File: src/rtl/kq_pkg.sv
package kq_pkg;

    localparam int KQ_KEY_W = 6;

    localparam logic [7:0] KQ_CODE_EMPTY    = 8'h3F;
    localparam logic [7:0] KQ_CODE_OVERFLOW = 8'h7F;
    localparam logic [5:0] KQ_CODE_REPEAT   = 6'h3E;
    localparam logic [5:0] KQ_KEY_AMBIG_LO  = 6'd62;

    typedef struct packed {
        logic                rel;
        logic                rep;
        logic [KQ_KEY_W-1:0] key;
    } kq_entry_t;

    localparam int KQ_ENTRY_W = $bits(kq_entry_t);

endpackage

File: src/rtl/kq_first_change.sv
module kq_first_change #(
    parameter int N   = 64,
    parameter int IW  = $clog2(N)
) (
    input  logic [N-1:0]  diff,
    output logic          found,
    output logic [IW-1:0] idx
);
    always_comb begin
        found = 1'b0;
        idx   = '0;
        for (int i = N - 1; i >= 0; i--) begin
            if (diff[i]) begin
                found = 1'b1;
                idx   = IW'(i);
            end
        end
    end
endmodule

File: src/rtl/kq_ring.sv
module kq_ring #(
    parameter int DEPTH = 16,
    parameter int W     = 8,
    parameter int CW    = $clog2(DEPTH + 1)
) (
    input  logic          clk,
    input  logic          rst_n,
    input  logic          push,
    input  logic [W-1:0]  push_data,
    input  logic          pop,
    output logic [W-1:0]  head_data,
    output logic [CW-1:0] count
);
    localparam int PW = (DEPTH > 1) ? $clog2(DEPTH) : 1;

    typedef struct packed {
        logic [DEPTH-1:0][W-1:0] mem;
        logic [PW-1:0]           head;
        logic [PW-1:0]           tail;
        logic [CW-1:0]           count;
    } ring_t;

    ring_t st_d, st_q;

    function automatic logic [PW-1:0] bump(input logic [PW-1:0] p);
        return (p == PW'(DEPTH - 1)) ? '0 : p + PW'(1);
    endfunction

    always_comb begin
        st_d = st_q;
        if (push) begin
            st_d.mem[st_q.tail] = push_data;
            st_d.tail           = bump(st_q.tail);
        end
        if (pop) begin
            st_d.head = bump(st_q.head);
        end
        case ({push, pop})
            2'b10:   st_d.count = st_q.count + CW'(1);
            2'b01:   st_d.count = st_q.count - CW'(1);
            default: st_d.count = st_q.count;
        endcase
    end

    always_ff @(posedge clk) begin
        if (!rst_n) begin
            st_q <= '0;
        end else begin
            st_q <= st_d;
        end
    end

    assign head_data = st_q.mem[st_q.head];
    assign count     = st_q.count;
endmodule

File: src/rtl/kq_status_fmt.sv
module kq_status_fmt
    import kq_pkg::*;
(
    input  kq_entry_t  entry,
    input  logic       more,
    output logic [7:0] status
);
    always_comb begin
        if (entry.rep) begin
            status = {1'b0, more, KQ_CODE_REPEAT};
        end else if (entry.key >= KQ_KEY_AMBIG_LO) begin
            status = {1'b1, entry.rel, entry.key};
        end else begin
            status = {more, entry.rel, entry.key};
        end
    end
endmodule

File: src/rtl/kq_event_queue.sv
module kq_event_queue
    import kq_pkg::*;
#(
    parameter int KEYS  = 64,
    parameter int DEPTH = 16,
    parameter int CW    = $clog2(DEPTH + 1)
) (
    input  logic            clk,
    input  logic            rst_n,
    input  logic [KEYS-1:0] key_state,
    input  logic            release_en,
    input  logic            repeat_req,
    input  logic            rd_req,
    output logic [7:0]      rd_data,
    output logic            rd_pulse,
    output logic [CW-1:0]   entry_count,
    output logic            overflow
);
    localparam int IW = $clog2(KEYS);

    typedef struct packed {
        logic [KEYS-1:0] seen;
        logic            ovf;
        logic            rep_pend;
        logic [7:0]      rd_byte;
        logic            rd_pulse;
    } ctl_t;

    ctl_t ctl_d, ctl_q;

    logic [KEYS-1:0] diff;
    logic            chg_found;
    logic [IW-1:0]   chg_idx;
    logic            want_push;
    logic            push;
    logic            pop;
    logic            q_full;
    logic            q_empty;
    kq_entry_t       new_entry;
    kq_entry_t       head_entry;
    logic [7:0]      head_status;
    logic [CW-1:0]   count;

    assign diff = key_state ^ ctl_q.seen;

    kq_first_change #(.N(KEYS), .IW(IW)) u_pick (
        .diff  (diff),
        .found (chg_found),
        .idx   (chg_idx)
    );

    kq_ring #(.DEPTH(DEPTH), .W(KQ_ENTRY_W), .CW(CW)) u_ring (
        .clk       (clk),
        .rst_n     (rst_n),
        .push      (push),
        .push_data (new_entry),
        .pop       (pop),
        .head_data (head_entry),
        .count     (count)
    );

    kq_status_fmt u_fmt (
        .entry  (head_entry),
        .more   (count > CW'(1)),
        .status (head_status)
    );

    assign q_full  = (count == CW'(DEPTH));
    assign q_empty = (count == '0);
    assign pop     = rd_req && !ctl_q.ovf && !q_empty;

    always_comb begin
        ctl_d     = ctl_q;
        want_push = 1'b0;
        new_entry = '0;

        if (chg_found) begin
            ctl_d.seen[chg_idx] = key_state[chg_idx];
            want_push           = key_state[chg_idx] || release_en;
            new_entry.rel       = !key_state[chg_idx];
            new_entry.key       = KQ_KEY_W'(chg_idx);
            ctl_d.rep_pend      = ctl_q.rep_pend || repeat_req;
        end else if (ctl_q.rep_pend || repeat_req) begin
            want_push      = 1'b1;
            new_entry.rep  = 1'b1;
            new_entry.key  = KQ_CODE_REPEAT;
            ctl_d.rep_pend = 1'b0;
        end

        push = want_push && (!q_full || pop);

        if (rd_req && ctl_q.ovf) begin
            ctl_d.ovf = 1'b0;
        end
        if (want_push && !push) begin
            ctl_d.ovf = 1'b1;
        end

        ctl_d.rd_pulse = rd_req;
        if (rd_req) begin
            if (ctl_q.ovf) begin
                ctl_d.rd_byte = KQ_CODE_OVERFLOW;
            end else if (q_empty) begin
                ctl_d.rd_byte = KQ_CODE_EMPTY;
            end else begin
                ctl_d.rd_byte = head_status;
            end
        end
    end

    always_ff @(posedge clk) begin
        if (!rst_n) begin
            ctl_q         <= '0;
            ctl_q.rd_byte <= KQ_CODE_EMPTY;
        end else begin
            ctl_q <= ctl_d;
        end
    end

    assign rd_data     = ctl_q.rd_byte;
    assign rd_pulse    = ctl_q.rd_pulse;
    assign entry_count = count;
    assign overflow    = ctl_q.ovf;
endmodule

File: config.mk
export PLATFORM = sky130hd
export DESIGN_NAME = kq_event_queue
export DESIGN_NICKNAME = d
export VERILOG_FILES = /design/src/rtl/kq_pkg.sv /design/src/rtl/kq_first_change.sv /design/src/rtl/kq_ring.sv /design/src/rtl/kq_status_fmt.sv /design/src/rtl/kq_event_queue.sv
export SDC_FILE = /design/constraint.sdc
export NUM_CORES = 1
export LEC_CHECK = 0
export CAP_MARGIN = 15
export CELL_PAD_IN_SITES_DETAIL_PLACEMENT = 0
export CELL_PAD_IN_SITES_GLOBAL_PLACEMENT = 2
export CORE_MARGIN = 2
export CORE_UTILIZATION = 38
export DETAILED_ROUTE_END_ITERATION = 8
export PLACE_DENSITY = 0.82
export SYNTH_ARGS = -nofsm -noshare
export SYNTH_HDL_FRONTEND = slang
export SYNTH_SLANG_ARGS = --single-unit
File: constraint.sdc
create_clock -name clk -period 7 [get_ports clk]
set_input_delay 1.05 -clock clk [delete_from_list [all_inputs] [get_ports clk]]
set_output_delay 1.05 -clock clk [all_outputs]
set_load 0.02 [all_outputs]
# Yosys cells after proc, flatten, opt, wreduce, memory -nomap -nowiden
# Index checks and enable logic that the tools add are counted.
[classes] bitwise_logic=1 n_addsub=4 n_eq_ne=5 n_lt_le_gt_ge=7 reduce_logical=19 n_mux=155
[ops] operator="two-way mux 6 bit" n=65
[ops] operator="bitwise mux 128 bit" n=1
[ops] operator="two-way mux 1 bit" n=74
[ops] operator="bitwise mux 64 bit" n=1
[ops] operator="XOR 64 bit" n=1
[ops] operator="two-way mux 8 bit" n=6
[ops] operator="binary-select mux 8 bit (select 4 bit)" n=1
[ops] operator="demux 8 bit (select 4 bit)" n=1
[ops] operator="less-than comparator 4 x 5 -> 1 bit, second input constant" n=2
[ops] operator="case mux 5 bit (2 select lines)" n=1
[ops] operator="adder 4 x 1 -> 4 bit, second input constant" n=2
[ops] operator="equality test 4 bit, second input constant" n=2
[ops] operator="two-way mux 4 bit" n=2
[ops] operator="logical AND 1 bit" n=7
[ops] operator="less-than comparator 6 x 7 -> 1 bit, second input constant" n=1
[ops] operator="two-way mux 7 bit" n=1
[ops] operator="binary-select mux 1 bit (select 6 bit)" n=1
[ops] operator="demux 1 bit (select 6 bit)" n=1
[ops] operator="greater-or-equal comparator 6 x 1 -> 1 bit, second input constant" n=1
[ops] operator="greater-or-equal comparator 6 bit, second input constant" n=1
[ops] operator="nonzero test 2 bit" n=3
[ops] operator="adder 5 x 1 -> 5 bit, second input constant" n=1
[ops] operator="equality test 5 bit, second input constant" n=1
[ops] operator="> comparator 5 x 1 -> 1 bit, second input constant" n=1
[ops] operator="7 further kinds" n=13
[word_totals] out_inout_bits=15 inputBits=69 elab_cells=215 reg_bits=216

# Depth between registers and ports, before layout
[depth] ltp_word=73 mapped_depth=21 ltp_nobuf=17

# Cells and area by module
# From an unflattened synthesis, not the netlist that was laid out.
[hier_totals] hier_cells=1399 hier_area_um2=11826.3
[modules_own_cells] mod="kq_ring" n_inst=1 cells_each=765 area_each_um2=6508.7 seq_area_each_um2=2822.7
[modules_own_cells] mod="kq_event_queue" n_inst=1 cells_each=483 area_each_um2=4476.8 seq_area_each_um2=1501.4
[modules_own_cells] mod="kq_first_change" n_inst=1 cells_each=140 area_each_um2=763.2 seq_area_each_um2=0.0
[modules_own_cells] mod="kq_status_fmt" n_inst=1 cells_each=11 area_each_um2=77.6 seq_area_each_um2=0.0

# Worst setup path before layout
# OpenSTA, ideal clock, no wires.
[synth_path] path_type="input-to-reg" start="in key_state[30]" end="reg u_ring.st_q (netlist bit u_ring.count[3])" setup_time_ns=0.070 required_time_ns=6.930 path_slack_ns=1.528 path_stages=19 path_buffers=3 t_arrival_ns=5.402 cell_sequence="xor2_1 or4_4 or4_1 a31o_1 o2111ai_2 o21ai_1 buf_2 a221o_1 o22ai_1 a211oi_1 or4_1 buf_4 buf_6 o21ai_2 ha_1 nor4b_1 a31oi_1 or3_1 a21oi_1"
[synth_via] elab_chain_len=39 word_cells_on_any_way=72 classes_between="eq/ne: 2; mux: 66; bitwise: 1; reduce/logical: 3"
[synth_lines] element="start: declaration" line_no="kq_event_queue.sv:10" text="input logic [KEYS-1:0] key_state,"
[synth_lines] element="XOR 64 bit" line_no="kq_event_queue.sv:44" text="assign diff = key_state ^ ctl_q.seen;"
[synth_lines] element="two-way mux 6 bit (31 in series)" line_no="kq_first_change.sv:13" text="if (diff[i]) begin"
[synth_lines] element="binary-select mux 1 bit (select 6 bit)" line_no="kq_event_queue.sv:79" text="want_push = key_state[chg_idx] || release_en;"
[synth_lines] element="two-way mux 1 bit (implied by the code)" line_no="kq_event_queue.sv:79"
[synth_lines] element="logical OR 1 bit" line_no="kq_event_queue.sv:79"
[synth_lines] element="two-way mux 1 bit (*)" line_no="kq_event_queue.sv:77" text="if (chg_found) begin"
[synth_lines] element="logical AND 1 bit (*)" line_no="kq_event_queue.sv:90" text="push = want_push && (!q_full || pop);"
[synth_lines] element="equality test 2 x 1 -> 1 bit / equality test 2 bit (equally long branches)" line_no="kq_ring.sv:38" text="case ({push, pop})"
[synth_lines] element="case mux 5 bit (2 select lines) / nonzero test 2 bit (equally long branches)"
[synth_lines] element="end signal: assignment" line_no="kq_ring.sv:49" text="st_q <= st_d;"
[synth_lines] element="end: declaration" line_no="kq_ring.sv:23" text="ring_t st_d, st_q;"
# Mark *: on every way between the ends. The rest lies on a longest branch, timed or not. The select of a mux whose other input is x is not followed.
# A chain may end at the register's enable or synchronous reset.

# Worst setup path in the final report
[layout_path] start="in key_state[55]" end="reg u_ring.st_q (netlist bit u_ring.count[3])"
[layout_via] elab_chain_len=64 word_cells_on_any_way=122 classes_between="eq/ne: 2; mux: 116; bitwise: 1; reduce/logical: 3"
[layout_lines] element="XOR 64 bit" line_no="kq_event_queue.sv:44"
[layout_lines] element="two-way mux 6 bit (56 in series)" line_no="kq_first_change.sv:13"
[layout_lines] element="binary-select mux 1 bit (select 6 bit)" line_no="kq_event_queue.sv:79"
[layout_lines] element="two-way mux 1 bit (implied by the code)" line_no="kq_event_queue.sv:79"
[layout_lines] element="logical OR 1 bit" line_no="kq_event_queue.sv:79"
[layout_lines] element="two-way mux 1 bit (*)" line_no="kq_event_queue.sv:77"
[layout_lines] element="logical AND 1 bit (*)" line_no="kq_event_queue.sv:90"
[layout_lines] element="equality test 2 x 1 -> 1 bit / equality test 2 bit (equally long branches)" line_no="kq_ring.sv:38"
[layout_lines] element="case mux 5 bit (2 select lines) / nonzero test 2 bit (equally long branches)"
# Marked as above.

==> summary.md <==
| Metric | Value |
|---|---|
| RePlAce Congestion | 0.969 |
| Cell area power density | 257 nW/um^2 |
| Slowest-stage cell, CP | or4_2 |
| Clock Latency Late Sink | 0.54 ns |
| Largest delay share family, worst path | compound AO/OA/AOI/OAI gates |
| Power Total | 3540 uW |
| Crit share post-route | 0.895 |
| Initial Util | 0.385 |
| Worst path bufs/invs | 2 |
| Port buffer count | 83 |
| Drt total wl | 36.9 mm |
| Detail Placement HPWL | 26.1 mm |
| Post-cts resize count | 0 |
| Fill count | 3003 |
| Initial antenna violation count | 0 |
| RSZ-0062 raised after global routing | false |
| Syn Area/Cell | 9.34 sq um |
| Post-placement cell count | 1668 |
| Post-synthesis cell area | 11800 sq um |
| FMAX | 160 MHz |
| Pins Over Slew Limit | 0 |
| Status | finished, final reports clean |
| Worst-path clk slew | 0.06 ns |
| Vias in the first global route | 9599 |
| Synth unique cells | 73 |
| Worst endpoint required time | 7.45 ns |
| DRT antenna net count | 0 |
| Post-CTS Repair Setup Buffers | 0 |
| Sequential-to-total area share from yosys stat | 0.367 |
| Initial DRC Count | 723 |
| Largest net degree at the start of global routing | 79 |
| Startpoint Class | input pin |
| CP Cell Sequence | clkdlybuf4s50_1 > xor2_1 > o21ai_0 > a2111oi_0 > a211oi_1 > o211ai_1 > a21o_1 > buf_4 > mux2i_1 > o22a_1 > nand4_1 > o211a_1 > or4_2 > o21ai_2 > ha_1 > nor4b_1 > a31oi_1 > or3_1 > a21oi_1 |
| Hold crit path type | flop to flop |
| Least-Margin Pin Slew | 1.01 ns |
| Die Width | 180 um |
| Core Util, Final | 0.450 |
| Clock Skews | 0.0257 ns |
| Max_cap viols | 0 |
| Post-synth ARST share | 0 |
| EDFF count, synth | 0 |
| Synth warn | 0 |
| Core ar. | 30600 sq um |
| Top-area cell type share of the netlist area | 0.367 |
| Crit path time final | 6.27 ns |
| Remaining DRCs | 0 |
| Predominant post-synthesis flop cell | dfxtp_1 |
| H-tree levels | 1 |
| Area contributors post-synth | dfxtp_1 (37%), mux2i_1 (13%), mux4_2 (7.6%) |
| Maximum vdd ir drop | 0.160 mV |
| Area Overhead vs Synth | 16.9% |
| All-Layer GR Usage | 0.224 |
| Dominant cell type by area after synthesis | dfxtp_1 |
| Mapped Cells | 1261 |
| Die Span Y | 180 um |
| Count of state elements after synthesis | 216 |
| Clock Sinks | 216 |
| Critical Path Fanout Max | 14 |
| # IOs | 84 |
| Setup TNS Final | 0 ns |
| Maximum buffer depth of the clock tree | 3 |
| Routed via count | 9743 |
| Crit. End Element | flop |
| Drt wl/cell | 21.5 um |
| DR vias/cell | 5.68 |
| Non-Filler Instances | 1716 |
| Slew headroom | 0.328 |
| Root buf cell | clkbuf_16 |
| Pre-antenna DRT Iters | 5 |
| Die ar. | 32400 sq um |
| Crit path DAT | 6.72 ns |
| Setup Crit Path Kind | input pin to flop |
| CTS tree | yes |
| Layout net count | 1378 |
| Syn_nets | 1339 |
| Hold Vio Cnt, Final | 0 |
| Max incr delay on CP | 0.69 ns |
| Setup violations, final | 0 |
| GR Overflow Total | 0 |
| FP Rows | 64 |
| P_leak | 0.00529 uW |
| CTS Hold Bufs | 0 |
| Ant. Diodes | 0 |
| First-pass GRT wire length | 57.3 mm |
| Share of cells above drive strength 1 | 0.108 |
| CTS Buf Count | 26 |
| Final hold slack | 0.456 ns |
[area by class of cell]
| type | count | area, sq um | share of cell area |
|---|---|---|---|
| repair buffers | 104 | 986 | 0.0716 |
| flip-flops and latches | 216 | 4330 | 0.314 |
| inverters | 12 | 45.0 | 0.00327 |
| multi-input cells | 940 | 7000 | 0.508 |
| well taps | 396 | 495 | 0.0360 |
| clock inverters | 12 | 180 | 0.0131 |
| clock buffers | 36 | 738 | 0.0536 |
[layer usage]
layer,track usage,vias up,wire length (um)
met1,0.312,4721,17200
met4,0.0861,0,1470
met3,0.0346,81,2160
met2,0.348,310,16100
li1,-,4631,-
met5,0,-,0
[per-stage QoR]
| stage | instance area, sq um | setup slack, ns |
|---|---|---|
| floorplan | 11800 | 1.53 |
| global placement | 12800 | 0.243 |
| detailed placement | 12800 | 0.334 |
| CTS | 13800 | 0.864 |
| global route | 13800 | 0.434 |
| finish | 13800 | 0.733 |
[power breakdown]
group          internal, uW  leakage [uW]  switching, uW
registers              1270       0.00174           38.6
logic                   295       0.00310            500
clock network           886      0.000446            547
[logic make-up after synthesis]
family,count (synthesis),synth area share
flip-flops,216,0.367
adder cells (fa/ha/maj),9,0.00956
multiplexers,193,0.207
AND/OR/NAND/NOR,430,0.164
buffers and inverters,105,0.0411
AO/OA/AOI/OAI,225,0.150
XOR/XNOR,83,0.0617
[worst min-delay path, cell delays in order (launching register included)]
cell	delay [ns]
dfxtp_1	0.30
nand2_1	0.05
mux2i_1	0.05
[placed cells by master, fill, tap and decap left out, types with 4 or more instances in the layout]
cell type | synthesis | final
o21ai_0 | 44 | 44
clkinv_2 | 0 | 4
dfxtp_1 | 216 | 215
xor2_1 | 38 | 38
clkdlybuf4s50_1 | 0 | 82
nor2_1 | 106 | 106
o21ai_2 | 1 | 5
xnor2_1 | 45 | 45
ha_1 | 9 | 9
o22ai_1 | 11 | 11
nor4_1 | 10 | 9
nand4_1 | 13 | 13
clkbuf_8 | 0 | 5
a21o_1 | 4 | 4
buf_4 | 14 | 22
a221o_1 | 4 | 4
nand2_1 | 191 | 191
nand2b_1 | 6 | 6
o2111ai_1 | 4 | 4
clkbuf_16 | 0 | 26
nor2b_1 | 5 | 5
mux4_2 | 40 | 40
clkbuf_1 | 58 | 5
a211oi_1 | 36 | 36
mux2i_1 | 151 | 151
nand3_1 | 16 | 16
a31oi_1 | 7 | 7
a21oi_1 | 48 | 47
and2_1 | 7 | 7
o211ai_1 | 9 | 9
or3_1 | 33 | 33
nor3_1 | 24 | 24
inv_1 | 10 | 10
a32oi_1 | 5 | 5
bufinv_16 | 0 | 4
o2111ai_4 | 12 | 12
[cells in the mapped netlist (6+ instances only)]
library cell / instances
buf_1: 9
nand2b_1: 6
mux2i_1: 151
inv_1: 10
o211ai_1: 9
xnor2_1: 45
a21oi_1: 48
nand4_1: 13
mux4_2: 40
o21ai_0: 44
buf_2: 9
o2111ai_4: 12
ha_1: 9
a211oi_1: 36
and2_1: 7
o21ai_1: 7
or3_1: 33
nand2_1: 191
clkbuf_1: 58
xor2_1: 38
buf_4: 14
nor3_1: 24
nor2_1: 106
o22ai_1: 11
nand3_1: 16
dfxtp_1: 216
nor4_1: 10
a31oi_1: 7
[registers in the layout, summed over array words and instances (netlist names)]
signal,flops
rd_pulse,1
u_ring.count,5
u_ring.st_q,136
rd_data,8
ctl_q,65
overflow,1
[final timing paths]
path	startpoint	to	slack [ns]	depth (start not counted)
min	u_ring.st_q[88]	u_ring.st_q[88]	0.46	2
min reg2reg	u_ring.st_q[88]	u_ring.st_q[88]	0.46	2
max reg2reg	ctl_q[24]	u_ring.count[3]	1.43	17
max	key_state[55]	u_ring.count[3]	0.73	19
Note: power is estimated with default switching activity, not from simulation.
